==> src/rtl/perf_err_pkg.sv <==
package perf_err_pkg;

    // Snapshot trigger source selected by the mode input
    typedef enum logic {
        SNAP_SRC_TICK = 1'b0,
        SNAP_SRC_HS   = 1'b1
    } snap_src_e;

    // Number of full-width counters in the bank
    localparam int unsigned NUM_FULL = 4;

endpackage

==> src/rtl/perf_snap_ctrl.sv <==
module perf_snap_ctrl
    import perf_err_pkg::*;
(
    input  logic clk_i,
    input  logic rst_ni,
    input  logic src_sel_i,
    input  logic tick_i,
    input  logic hs_wr_i,
    output logic snap_o,
    output logic upd_o
);

    typedef struct packed {
        logic upd;
    } ctl_state_t;

    ctl_state_t st_d, st_q;
    snap_src_e  src;

    always_comb begin
        src    = snap_src_e'(src_sel_i);
        snap_o = (src == SNAP_SRC_HS) ? hs_wr_i : tick_i;
        st_d   = st_q;
        st_d.upd = snap_o;
    end

    always_ff @(posedge clk_i or negedge rst_ni) begin
        if (!rst_ni) st_q <= '0;
        else         st_q <= st_d;
    end

    assign upd_o = st_q.upd;


    upd_pulse_chk: assert property (@(posedge clk_i) disable iff (!rst_ni)
        snap_o |=> upd_o);

    upd_quiet_chk: assert property (@(posedge clk_i) disable iff (!rst_ni)
        !snap_o |=> !upd_o);

    hs_ignored_chk: assert property (@(posedge clk_i) disable iff (!rst_ni)
        (!src_sel_i && !tick_i && hs_wr_i) |=> !upd_o);

    tick_ignored_chk: assert property (@(posedge clk_i) disable iff (!rst_ni)
        (src_sel_i && tick_i && !hs_wr_i) |=> !upd_o);

endmodule

==> src/rtl/perf_sat_ctr.sv <==
module perf_sat_ctr #(
    parameter int unsigned W = 16
) (
    input  logic         clk_i,
    input  logic         rst_ni,
    input  logic         evt_i,
    input  logic         snap_i,
    output logic [W-1:0] hold_o
);

    localparam logic [W-1:0] MAX_VAL = {W{1'b1}};
    localparam logic [W-1:0] ONE     = W'(1);

    typedef struct packed {
        logic [W-1:0] live;
        logic [W-1:0] hold;
    } ctr_state_t;

    ctr_state_t st_d, st_q;

    always_comb begin
        st_d = st_q;
        if (snap_i) begin
            st_d.hold = st_q.live;
            st_d.live = evt_i ? ONE : '0;
        end else if (evt_i && (st_q.live != MAX_VAL)) begin
            st_d.live = st_q.live + ONE;
        end
    end

    always_ff @(posedge clk_i or negedge rst_ni) begin
        if (!rst_ni) st_q <= '0;
        else         st_q <= st_d;
    end

    assign hold_o = st_q.hold;


    no_overflow_chk: assert property (@(posedge clk_i) disable iff (!rst_ni)
        (evt_i && !snap_i && st_q.live == MAX_VAL) |=> st_q.live == MAX_VAL);

    carry_evt_chk: assert property (@(posedge clk_i) disable iff (!rst_ni)
        (snap_i && evt_i) |=> st_q.live == ONE);

    snap_copy_chk: assert property (@(posedge clk_i) disable iff (!rst_ni)
        snap_i |=> st_q.hold == $past(st_q.live));

    hold_stable_chk: assert property (@(posedge clk_i) disable iff (!rst_ni)
        !snap_i |=> $stable(st_q.hold));

endmodule

==> src/rtl/perf_err_bank.sv <==
module perf_err_bank
    import perf_err_pkg::*;
#(
    parameter int unsigned CNT_W  = 16,
    parameter int unsigned ASY_W  = 6,
    parameter int unsigned COFA_W = 2
) (
    input  logic             clk_i,
    input  logic             rst_ni,
    input  logic             code_viol_i,
    input  logic             frame_bit_i,
    input  logic             crc6_i,
    input  logic             blk_err_i,
    input  logic             oos_mf_i,
    input  logic             realign_i,
    input  logic             sec_tick_i,
    input  logic             mode_i,
    input  logic             hs_wr_i,
    output logic [CNT_W-1:0] code_viol_buf_o,
    output logic [CNT_W-1:0] frame_bit_buf_o,
    output logic [CNT_W-1:0] crc6_buf_o,
    output logic [CNT_W-1:0] blk_err_buf_o,
    output logic [CNT_W-1:0] aux_buf_o,
    output logic             buf_upd_o
);

    localparam int unsigned AUX_USED = ASY_W + COFA_W;

    logic                snap;
    logic [NUM_FULL-1:0] full_evt;
    logic [CNT_W-1:0]    full_hold [NUM_FULL];
    logic [ASY_W-1:0]    asy_hold;
    logic [COFA_W-1:0]   cofa_hold;

    initial begin
        cfg_width_chk: assert (CNT_W >= AUX_USED);
    end

    perf_snap_ctrl u_snap (
        .clk_i     (clk_i),
        .rst_ni    (rst_ni),
        .src_sel_i (mode_i),
        .tick_i    (sec_tick_i),
        .hs_wr_i   (hs_wr_i),
        .snap_o    (snap),
        .upd_o     (buf_upd_o)
    );

    assign full_evt = {blk_err_i, crc6_i, frame_bit_i, code_viol_i};

    for (genvar g = 0; g < NUM_FULL; g++) begin : g_full
        perf_sat_ctr #(.W(CNT_W)) u_ctr (
            .clk_i  (clk_i),
            .rst_ni (rst_ni),
            .evt_i  (full_evt[g]),
            .snap_i (snap),
            .hold_o (full_hold[g])
        );
    end

    perf_sat_ctr #(.W(ASY_W)) u_asy (
        .clk_i  (clk_i),
        .rst_ni (rst_ni),
        .evt_i  (oos_mf_i),
        .snap_i (snap),
        .hold_o (asy_hold)
    );

    perf_sat_ctr #(.W(COFA_W)) u_cofa (
        .clk_i  (clk_i),
        .rst_ni (rst_ni),
        .evt_i  (realign_i),
        .snap_i (snap),
        .hold_o (cofa_hold)
    );

    assign code_viol_buf_o = full_hold[0];
    assign frame_bit_buf_o = full_hold[1];
    assign crc6_buf_o      = full_hold[2];
    assign blk_err_buf_o   = full_hold[3];
    assign aux_buf_o       = CNT_W'({cofa_hold, asy_hold});


    aux_pad_chk: assert property (@(posedge clk_i) disable iff (!rst_ni)
        (aux_buf_o >> AUX_USED) == '0);

    bufs_stable_chk: assert property (@(posedge clk_i) disable iff (!rst_ni)
        !buf_upd_o |-> $stable(code_viol_buf_o) && $stable(aux_buf_o));

endmodule

==> config.mk <==
export PLATFORM = sky130hd
export DESIGN_NAME = perf_err_bank
export DESIGN_NICKNAME = d
export VERILOG_FILES = /design/src/rtl/perf_err_pkg.sv /design/src/rtl/perf_snap_ctrl.sv /design/src/rtl/perf_sat_ctr.sv /design/src/rtl/perf_err_bank.sv
export SDC_FILE = /design/constraint.sdc
export NUM_CORES = 1
export LEC_CHECK = 0
export BUFFER_PORTS_ARGS = -buffer_cell sky130_fd_sc_hd__buf_2
export CAP_MARGIN = 20
export CORE_UTILIZATION = 45
export CTS_CLUSTER_SIZE = 24
export DETAILED_ROUTE_END_ITERATION = 8
export GPL_TIMING_DRIVEN = 0
export SKIP_CTS_REPAIR_TIMING = 1
export SLEW_MARGIN = 20
export SYNTH_ARGS = -nofsm -noshare
export SYNTH_HDL_FRONTEND = slang
export SYNTH_SLANG_ARGS = --single-unit
==> constraint.sdc <==
create_clock -name clk_i -period 2.45 [get_ports clk_i]
set_clock_uncertainty 0.2 [all_clocks]
set_input_delay 0.1225 -clock clk_i [delete_from_list [all_inputs] [get_ports clk_i]]
set_output_delay 0.1225 -clock clk_i [all_outputs]
set_load 0.02 [all_outputs]
=== Word-level counts from Yosys, hierarchy flattened ===
Index checks and enable logic that the tools add are counted.

* $add $sub $neg: 6
* Equality and inequality tests: 6
* Mux-type cells: 19
* Reduce and logical (&&, ||, !) cells: 12

{| class="wikitable"
|+ Operator list
! operator !! number
|-
| $mux W16 || 8
|-
| $add A16 B1 Y16 const B || 4
|-
| $ne A16 B16 Y1 const B || 4
|-
| $mux W6 || 2
|-
| $reduce_bool A2 Y1 || 6
|-
| $mux W1 || 7
|-
| $add A6 B1 Y6 const B || 1
|-
| $logic_and A1 B1 Y1 || 6
|-
| $ne A6 B6 Y1 const B || 1
|-
| $mux W2 || 2
|-
| $add A2 B1 Y2 const B || 1
|-
| $ne A2 B2 Y1 const B || 1
|}

* Register bits: 145
* Bits of input ports: 11
* Output and inout bits: 81
* Logic and storage cells: 56

=== Logic depth before layout (Yosys ltp) ===
Gate-level depths: netlist of the first run.

* Word-level depth: 4
* Gate-level depth with buffers: 7
* Gate-level depth less buffers: 5

=== Cells and area by module ===
Synthesis of the first run repeated with hierarchy kept, for this count alone.

* Cell total of the unflattened synthesis: 672
* Area, all modules: 7390.8 um^2

{| class="wikitable"
|+ Modules (own cells, without submodules)
! module !! times used !! cells each !! area each (um^2) !! seq. area each (um^2)
|-
| perf_sat_ctr at g_full[0].u_ctr ... || 4 || 148 || 1612.8 || 800.8
|-
| perf_sat_ctr at u_asy || 1 || 53 || 623.1 || 300.3
|-
| perf_sat_ctr at u_cofa || 1 || 16 || 212.7 || 100.1
|-
| perf_err_bank || 1 || 9 || 63.8 || 0.0
|-
| perf_snap_ctrl || 1 || 2 || 40.0 || 25.0
|}

=== Least setup slack after synthesis of the first run ===
No wires, ideal clock.

* Path type: register -> register
* Start point: register g_full[2].u_ctr.st_q[16] (netlist name)
* End point: register g_full[2].u_ctr.st_q[20] (netlist name)
* Data arrival time: 1.629 ns
* Required time: 2.174 ns
* Slack: 0.545 ns
* Cell stages (with the launch flop): 8
* Buffers on the path: 2
* Period minus slack after synthesis: 1.905 ns
* Cell sequence: dfrtp_1 > ha_1 > nand4_1 > o41ai_2 > buf_6 > buf_12 > o21ai_1 > a21oi_2

* Cells in the longest elaborated chain, start to end: 3
* Elaborated cells between the ends (all ways): 6
* Those cells by class: add/sub (1); eq/ne (1); mux (2); reduce/logical (2)

{| class="wikitable"
|+ RTL lines
! what !! line !! text
|-
| from (decl) || perf_sat_ctr.sv:19 || <nowiki>ctr_state_t st_d, st_q;</nowiki>
|-
| from (signal assigned) || perf_sat_ctr.sv:33 || <nowiki>else st_q <= st_d;</nowiki>
|-
| $add A16 B1 Y16 or $ne A16 B16 Y1 (tied branches) || perf_sat_ctr.sv:27, perf_sat_ctr.sv:26 ||
|-
| $mux W16 or $logic_and A1 B1 Y1 (tied branches) || perf_sat_ctr.sv:26 || <nowiki>end else if (evt_i && (st_q.live != MAX_VAL)) begin</nowiki>
|-
| $mux W16 or $reduce_bool A2 Y1 (tied branches) || n/a ||
|}

Several ways; a longest one is shown, not always the timed one. The select of a mux whose other input is x is not followed.
A chain may end at the register's enable or synchronous reset.

=== Worst setup path in the final report of the first run ===
* Start point: register g_full[2].u_ctr.st_q[16] (netlist name)
* End point: register g_full[2].u_ctr.st_q[22] (netlist name)

Same word-level chain as after synthesis.

==> impl_metrics.yaml, run 1 <==
setup_path:
  crit_type: "flip-flop to flip-flop"
  cp-end-kind: "flip-flop"
  required_ns: 2.59
  critPathLaunchType: "flip-flop"
  crit_arrival_ns: 2.37
  ff2ff_setup_slack_ns: 0.22
  cp_max_fo: 10
final_layout:
  design_area_um2: 8860
  final_nets: 956
  drive_above_1_share_pct: 24.7
  nFillCells: 1545
  multi_input_area_um2: 3040
  final-seq-area_um2: 3630
  area_growth_pct: 18.9
  diodes: 0
die:
  design.core.area_um2: 16000
  io_pins: 92
  row_count: 46
  die_w_um: 131
  die_y_um: 131
  dieArea_um2: 17100
  start_util_pct: 46.6
synthesis:
  synth_seq_area_share_pct: 48.7
  syn_inst: 821
  synth_xor_area_share_pct: 0.470
  synthAdderAreaFrac_pct: 1.01
  synth-compound-area-share_pct: 11.7
  synth-seq-cells: 145
  synth_top_family_by_area: "simple AND/OR/NAND/NOR gates"
  synth_edf_count: 0
  yosys.area_share.simple_pct: 25.5
  synthesis.area_um2: 7450
  ys_warn_count: 0
  synth_area_leaders: "dfrtp_1 49%, nand2_1 13%, buf_4 8.2%"
  dominantRegCellSynth: "dfrtp_1"
  yosysMostFrequentCell: "nand2_1"
  synthTopCellsByCount: "259 x nand2_1, 145 x dfrtp_1, 81 x buf_4, 36 x a21oi_1, 25 x o21ai_0"
  ys_types: 63
  synth_top_area_share_pct: 48.7
  synth_top_area_cell: "dfrtp_1"
  muxShareOfSynthArea_pct: 1.66
  async_flop_share_pct: 100
  syn_area_per_cell_um2: 9.07
power_and_ir_drop:
  intPower_uw: 4240
  p_comb_share_pct: 9.6
  net-switching-power_uw: 1380
  seqPwrFrac_pct: 45.1
  vdd_drop_max_v: 0.000587
  power.leakage_uw: 0.00455
  clkPwrFrac_pct: 45.2
  power.density_nw_per_um2: 635
  swShare_pct: 24.6
  p_total_uw: 5630
flow_run:
  cap_viol_max_count: 0
cts:
  clk_latency_ns: 0.42
  cts_tree: "yes"
  cts.sinks: 145
  clk_pin_slew_ns: 0.06
  cts_root_buffer: "clkbuf_16"
  cts-htree-levels: 4
  clock_path_buffers: 2
  cts_buffers: 17
place:
  place_congestion: 0.865
  place_area_um2: 8200
  pre_cts_slack_ns: 0.137
  io_buffers: 83
  dp_hpwl_um: 12100
detailed_routing:
  routed_wl_um: 17500
  vias: 6154
  dr.pass1.iters: 5
  viasPerCell: 5.27
  wl_per_cell_um: 15.0
  drc: 0
  drt_iter0_drc: 318
  drtAntennaViolNets: 0
timing:
  tns_ns: 0
  rsz0062_at_grt: "no"
  clock.fmax_mhz: 448
  fin_hold_ws_ns: -0.0122
  fin_crit_sh_pct: 91.1
  relSlewSlack_pct: 50.4
  fin_ws_ns: 0.217
  setup_viol: 0
  hold_viol_final: 2
  finalMaxSlewViolations: 0
  worstMarginPinSlew_ns: 0.744
  min_period_ns: 2.23
global_route:
  antenna_found_initial: 0
  grt_start_max_net_pins: 79
  overflow: 0
  grt_pass1_wl_um: 29000
  grt_usage_pct: 22.1
  grt_pass1_vias: 5857
hold_path:
  hold_path.class: "input pin to flip-flop"
outcome:
  violations: "hold timing"
  status: "complete, but fails checks"
worst paths after layout:
kind                                            start                         end  cells after the start
hold / removal                                hs_wr_i    g_full[3].u_ctr.st_q[16]                      4
setup / recovery             g_full[2].u_ctr.st_q[16]    g_full[2].u_ctr.st_q[22]                      7
hold reg to reg            g_full[0].u_ctr.hold_o[13]  g_full[0].u_ctr.hold_o[13]                      2
min in group asynchronous                      rst_ni  g_full[0].u_ctr.hold_o[10]                      2
max in group asynchronous                      rst_ni   g_full[2].u_ctr.hold_o[9]                      3
setup reg to reg             g_full[2].u_ctr.st_q[16]    g_full[2].u_ctr.st_q[22]                      7
area by class of cell:
cell class              count  share of cell area [%]
well taps                 216                    3.05
inverters                   8                   0.339
clock buffers              28                    6.06
multi-input cells         559                    34.3
repair buffers             92                    6.02
flip-flops and latches    145                    41.0
clock inverters             4                   0.508
plain buffers             116                    8.80
placed cells by master, fill, tap and decap left out, types with 3 or more instances in the layout:
cell / count
conb_1: 8
a21oi_2: 6
nand2_1: 259
nand2b_1: 5
or3_1: 14
o211ai_1: 5
clkinv_2: 3
o41ai_1: 7
and3_1: 12
and4_1: 12
nand3_1: 24
clkbuf_8: 7
nand4_2: 3
a31oi_1: 4
nor2_1: 18
nor3_1: 7
o311ai_0: 8
or4_1: 14
xor2_1: 4
ha_1: 6
clkbuf_16: 17
nand4_1: 21
o21ai_1: 4
buf_2: 95
inv_1: 7
buf_4: 81
clkbuf_1: 22
o21ai_0: 25
dlygate4sd3_1: 8
o31ai_1: 12
dfrtp_1: 145
a21oi_1: 36
mux2i_1: 9
power by group through the flow:
stage               logic, uW  clock network (uW)  registers (uW)
finish                    543                2550            2540
global route              605                2690            2550
CTS                       539                2580            2540
detailed placement        539                   0            2580
global placement          517                   0            2570
floorplan                 340                   0            2560
metrics by stage:
stage	hold slack, ns	util, %	cells
2_1_floorplan	-0.373	-	828
3_3_place_gp	0.190	51.0	1127
3_5_place_dp	-0.0474	51.2	1128
4_1_cts	-0.501	54.9	1160
5_1_grt	0.00928	55.4	1168
6_report	-0.0122	55.4	1168
flip-flops by register name, summed over array words and instances (netlist names):
register	cells
g_full.u_ctr.st_q	64
u_asy.hold_o	6
u_cofa.st_q	2
u_cofa.hold_o	2
g_full.u_ctr.hold_o	64
u_asy.st_q	6
u_snap.upd_o	1
layer usage:
| layer | routed length, um | vias up | global-route usage, % |
|---|---|---|---|
| met5 | 0 | - | 0 |
| met4 | 258 | 0 | 8.25 |
| met3 | 604 | 19 | 4.15 |
| met2 | 8550 | 124 | 35.9 |
| met1 | 8070 | 2996 | 29.5 |
| li1 | - | 3015 | - |
critical path, stage by stage, from the launching register on:
cell     delay [ns]
dfrtp_1        0.45
ha_1           0.27
nand4_1        0.19
o41ai_2        0.50
buf_6          0.21
buf_12         0.13
o21ai_2        0.06
a21oi_1        0.15
cell families (layout without fill, tap and decap cells):
kind of cell               after synthesis  in the layout
other                                    1              8
DFF                                    145            145
and+or+nand+nor                        401            401
xor gates and xnor gates                 4              4
muxes                                   11             11
AOI/OAI and AO/OA                      129            129
buffers and inverters                  124            248
adders and majority gates                6              6
No activity file was read; power rests on OpenSTA's default activity.
==> run 2: changes to the inputs <==
--- a/config.mk
+++ b/config.mk
@@ -15,4 +15,5 @@
 export SLEW_MARGIN = 20
 export SYNTH_ARGS = -nofsm -noshare
 export SYNTH_HDL_FRONTEND = slang
+export SYNTH_HIERARCHICAL = 1
 export SYNTH_SLANG_ARGS = --single-unit
==> impl_metrics.yaml, run 2 <==
die:
  row_count: 46
  die_w_um: 130
  io_pins: 92
  dieArea_um2: 16900
  start_util_pct: 46.4
  design.core.area_um2: 15900
  die_y_um: 130
setup_path:
  r2r_end: "g_full[1].u_ctr/st_q[17]"
  required_ns: 2.54
  critPathLaunchType: "flip-flop"
  crit_type: "flip-flop to flip-flop"
  crit_arrival_ns: 2.36
  reg2regPathDepth: 5
  r2r_start: "g_full[1].u_ctr/st_q[16]"
  cp_max_fo: 7
  cp-end-kind: "flip-flop"
  ff2ff_setup_slack_ns: 0.19
  startpoint: "g_full[1].u_ctr/st_q[16]"
place:
  pre_cts_slack_ns: 0.0571
  place_inst: 974
  dp_hpwl_um: 10000
  io_buffers: 78
  place_congestion: 0.811
final_layout:
  final_util_pct: 55.0
  nFillCells: 1383
  final_cell_mix: "145 x dfrtp_1, 81 x buf_2, 80 x buf_4"
  instances_no_fill: 1009
  drive_above_1_share_pct: 38.5
  diodes: 0
  area_growth_pct: 18.6
  layout_commonest_cell: "dfrtp_1"
  final_nets: 802
power_and_ir_drop:
  vdd_drop_max_v: 0.000496
  power.leakage_uw: 0.00424
  power.density_nw_per_um2: 641
timing:
  relSlewSlack_pct: 55.0
  fin_crit_sh_pct: 92.4
  tns_ns: 0
  setup_viol: 0
  fin_ws_ns: 0.187
  min_period_ns: 2.26
  clock.fmax_mhz: 442
  worstMarginPinSlew_ns: 0.675
  rsz0062_at_grt: "yes"
  finalMaxSlewViolations: 0
  hold_viol_final: 0
synthesis:
  syn_inst: 672
  yosysMostFrequentCell: "dfrtp_1"
  async_flop_share_pct: 100
  syn_area_per_cell_um2: 11.0
  synth_area_leaders: "dfrtp_1 49%, mux2_2 12%, buf_4 8.1%"
  synth_top_area_cell: "dfrtp_1"
  synth_seq_area_share_pct: 49.1
  ys_warn_count: 6
  synth_edf_count: 0
  synthTopCellsByCount: "145 x dfrtp_1, 80 x buf_4, 76 x mux2_2, 37 x nor2_1, 34 x a21oi_1"
  ys_types: 50
  synth_top_area_share_pct: 49.1
  synth-seq-cells: 145
  synthesis.area_um2: 7390
  dominantRegCellSynth: "dfrtp_1"
detailed_routing:
  wl_met1_um: 7220
  routed_wl_um: 14800
  drtAntennaViolNets: 0
  met3_length_um: 587
  dr.max_layer_used: "met4"
  drt_iter0_drc: 273
  drc: 0
  wl_met2_um: 6830
  wl_per_cell_um: 14.6
  dr.pass1.iters: 5
  viasPerCell: 5.31
  vias: 5355
hold_path:
  hold_path.class: "input pin to asynchronous set/reset pin"
global_route:
  overflow: 0
  grt_usage_pct: 18.7
  grt_pass1_wl_um: 24600
  grt_start_max_net_pins: 85
  grt_pass1_vias: 5097
  antenna_found_initial: 0
cts:
  cts_buffers: 17
  cts_root_buffer: "clkbuf_16"
  clk_pin_slew_ns: 0.06
  cts-htree-levels: 4
  cts_tree: "yes"
  clk_latency_ns: 0.42
  clock_path_buffers: 2
  cts.sinks: 145
outcome:
  status: "complete, no violations"
flow_run:
  cap_viol_max_count: 0
run 2: cell types whose count changed after synthesis, moves of 7 or more:
| cell | change |
|---|---|
| nand2_1 | -232 |
| mux2_2 | +75 |
| nor2_1 | +19 |
| buf_2 | -9 |
| and4_1 | -8 |
| nor4b_1 | +8 |
| and3_1 | -7 |
| inv_1 | +7 |
run 2: layout make-up:
cell class / instances / area [um^2] / share of cell area [%]
sequential: 145 / 3630 / 41.4
clock buffer: 20 / 447 / 5.10
inverter: 14 / 52.6 / 0.600
timing repair buffer: 87 / 508 / 5.80
multi-input combinational: 414 / 3050 / 34.7
tap: 216 / 270 / 3.08
clock inverter: 7 / 90.1 / 1.03
buffer: 106 / 723 / 8.25
run 2: critical path, stage by stage (launching register included):
cell and delay [ns]:
dfrtp_1 0.43, ha_1 0.25, nand4_1 0.35, o41ai_1 0.58, mux2i_1 0.25, nor2_1 0.05
run 2: kinds of logic (layout without fill, tap and decap cells):
logic type	count (synthesis)	in the layout	share of synthesized area, %
xor+xnor	4	4	0.474
buf+inv	120	234	10.5
simple gates	201	201	16.3
flops	145	145	49.1
fa+ha+maj	6	6	1.02
other cells	1	8	0.0507
mux	86	86	13.0
compound gates	109	109	9.55
run 2: how the worst max path moves through the flow:
stage	cells after the start	slack [ns]	end
after CTS	5	0.05	g_full[0].u_ctr/st_q[30]
after global routing	5	-0.02	g_full[1].u_ctr/st_q[16]
after floorplan	5	0.40	g_full[0].u_ctr/st_q[30]
after global placement	1	-1.01	g_full[0].u_ctr/hold_o[1]
after detailed placement	5	0.06	g_full[0].u_ctr/st_q[30]
final	5	0.19	g_full[1].u_ctr/st_q[17]
run 2: power by group:
group          leakage, uW  switching, uW  internal (uW)
clock             0.000259            945           1490
combinational      0.00200            334            279
sequential         0.00198           84.2           2490
run 2: per-layer routing:
metal  global-route usage [%]  up-vias
met2                     28.9      111
met5                        0        -
met1                     25.3     2634
met4                     6.63        0
met3                     4.76        9
li1                         -     2601
run 2: metrics by stage:
step	hold WS, ns	area [um^2]	power [uW]
2_1_floorplan	-0.373	7420	3020
4_1_cts	-0.488	8650	5670
3_3_place_gp	0.159	8080	3200
5_1_grt	0.0906	8760	5850
3_5_place_dp	-0.0381	8120	3220
6_report	0.0652	8760	5620
==> run 3: changes to the inputs <==
==> constraint.sdc (replaced) <==
create_clock -name clk_i -period 2.13 [get_ports clk_i]
set_clock_uncertainty 0.2 [all_clocks]
set_input_delay 0.1065 -clock clk_i [delete_from_list [all_inputs] [get_ports clk_i]]
set_output_delay 0.1065 -clock clk_i [all_outputs]
set_load 0.02 [all_outputs]
==> impl_metrics.yaml, run 3 (synthesis results as in run 2) <==
outcome:
  status: "complete, but fails checks"
  violations: "setup timing"
detailed_routing:
  dr.pass1.iters: 5
  viasPerCell: 5.34
  routed_wl_um: 15600
  drt_iter0_drc: 283
  wl_per_cell_um: 14.8
  drc: 0
  drtAntennaViolNets: 0
  vias: 5608
place:
  pre_cts_slack_ns: -0.263
  dp_hpwl_um: 10000
  place_inst: 974
  place_congestion: 0.811
  io_buffers: 78
die:
  row_count: 46
  die_y_um: 130
  design.core.area_um2: 15900
  start_util_pct: 46.4
  die_w_um: 130
  dieArea_um2: 16900
  io_pins: 92
timing:
  tns_ns: -0.0298
  fin_hold_ws_ns: 0.0616
  fin_crit_sh_pct: 101
  fin_ws_ns: -0.0298
  clock.fmax_mhz: 463
  worstMarginPinSlew_ns: 0.690
  relSlewSlack_pct: 54.0
  setup_viol: 1
  finalMaxSlewViolations: 0
  min_period_ns: 2.16
  rsz0062_at_grt: "yes"
  hold_viol_final: 0
setup_path:
  cp_max_fo: 9
  cp-end-kind: "flip-flop"
  critPathLaunchType: "flip-flop"
  crit_arrival_ns: 2.30
  crit_type: "flip-flop to flip-flop"
  required_ns: 2.27
cts:
  clock_path_buffers: 2
  clk_latency_ns: 0.42
  cts-htree-levels: 4
  cts.sinks: 145
  cts_root_buffer: "clkbuf_16"
  cts_tree: "yes"
  cts_buffers: 17
  clk_pin_slew_ns: 0.06
global_route:
  grt_pass1_wl_um: 24600
  grt_usage_pct: 18.7
  grt_start_max_net_pins: 85
  antenna_found_initial: 0
  grt_pass1_vias: 5097
  overflow: 0
final_layout:
  layout_commonest_cell: "dfrtp_1"
  drive_above_1_share_pct: 45.9
  final_cell_mix: "124 x dfrtp_1, 119 x buf_4, 82 x buf_2"
  diodes: 0
  final_nets: 843
  area_growth_pct: 25.3
  instances_no_fill: 1050
  final_util_pct: 58.1
power_and_ir_drop:
  p_comb_share_pct: 11.5
  net-switching-power_uw: 1580
  power.density_nw_per_um2: 702
  seqPwrFrac_pct: 45.6
  clkPwrFrac_pct: 42.9
  vdd_drop_max_v: 0.000571
  intPower_uw: 4930
  swShare_pct: 24.2
  power.leakage_uw: 0.00441
flow_run:
  cap_viol_max_count: 0
hold_path:
  hold_path.class: "input pin to flip-flop"
[run 3: cell count changes in the layout (fill, tap and decap cells not counted), sizes merged]
cell    delta
clkbuf     -2
buf       +41
nor4       +2
[run 3: cell type report]
cell class                 instances  area [um^2]
buffer                           106          726
clock buffer                      20          447
clock inverter                     7         90.1
fill                            1315         6680
inverter                          14         52.6
multi-input combinational        416         3220
sequential                       145         3650
tap                              216          270
timing repair buffer             126          805
[run 3: per-stage QoR]
stage | instance area, um^2 | power [uW]
2_1_floorplan | 7420 | 3480
3_3_place_gp | 8080 | 3680
3_5_place_dp | 8120 | 3710
4_1_cts | 8650 | 6520
5_1_grt | 9260 | 6770
6_report | 9260 | 6500
[run 3: critical path, stage by stage (launching register included)]
cell	delay, ns
dfrtp_2	0.45
ha_4	0.19
nand4_1	0.20
nor4_4	0.08
buf_4	0.17
or4_2	0.63
a21oi_1	0.15
[run 3: final timing paths]
path | depth (start not counted) | end | slack [ns] | from
worst min-delay path | 3 | u_cofa/hold_o[0] | 0.06 | sec_tick_i
worst min register to register | 1 | g_full[0].u_ctr/hold_o[6] | 0.31 | g_full[0].u_ctr/hold_o[6]
worst max register to register | 6 | g_full[0].u_ctr/st_q[21] | -0.03 | g_full[0].u_ctr/st_q[16]
max in group asynchronous | 3 | g_full[0].u_ctr/st_q[17] | 0.91 | rst_ni
min in group asynchronous | 2 | g_full[2].u_ctr/hold_o[11] | 0.07 | rst_ni
worst max-delay path | 6 | g_full[0].u_ctr/st_q[21] | -0.03 | g_full[0].u_ctr/st_q[16]
[run 3: metal layers]
metal  global-route usage [%]  routed length, um
met3                     4.76                561
met1                     25.3               7460
met2                     28.9               7380
met4                     6.63                187
met5                        0                  0
[run 3: power by group through the flow]
stage          clock network [uW]  logic (uW)  registers, uW
6_report                     2790         747           2970
3_5_place_dp                    0         699           3010
5_1_grt                      2970         822           2980
3_3_place_gp                    0         676           3000
4_1_cts                      2850         703           2960
2_1_floorplan                   0         496           2980
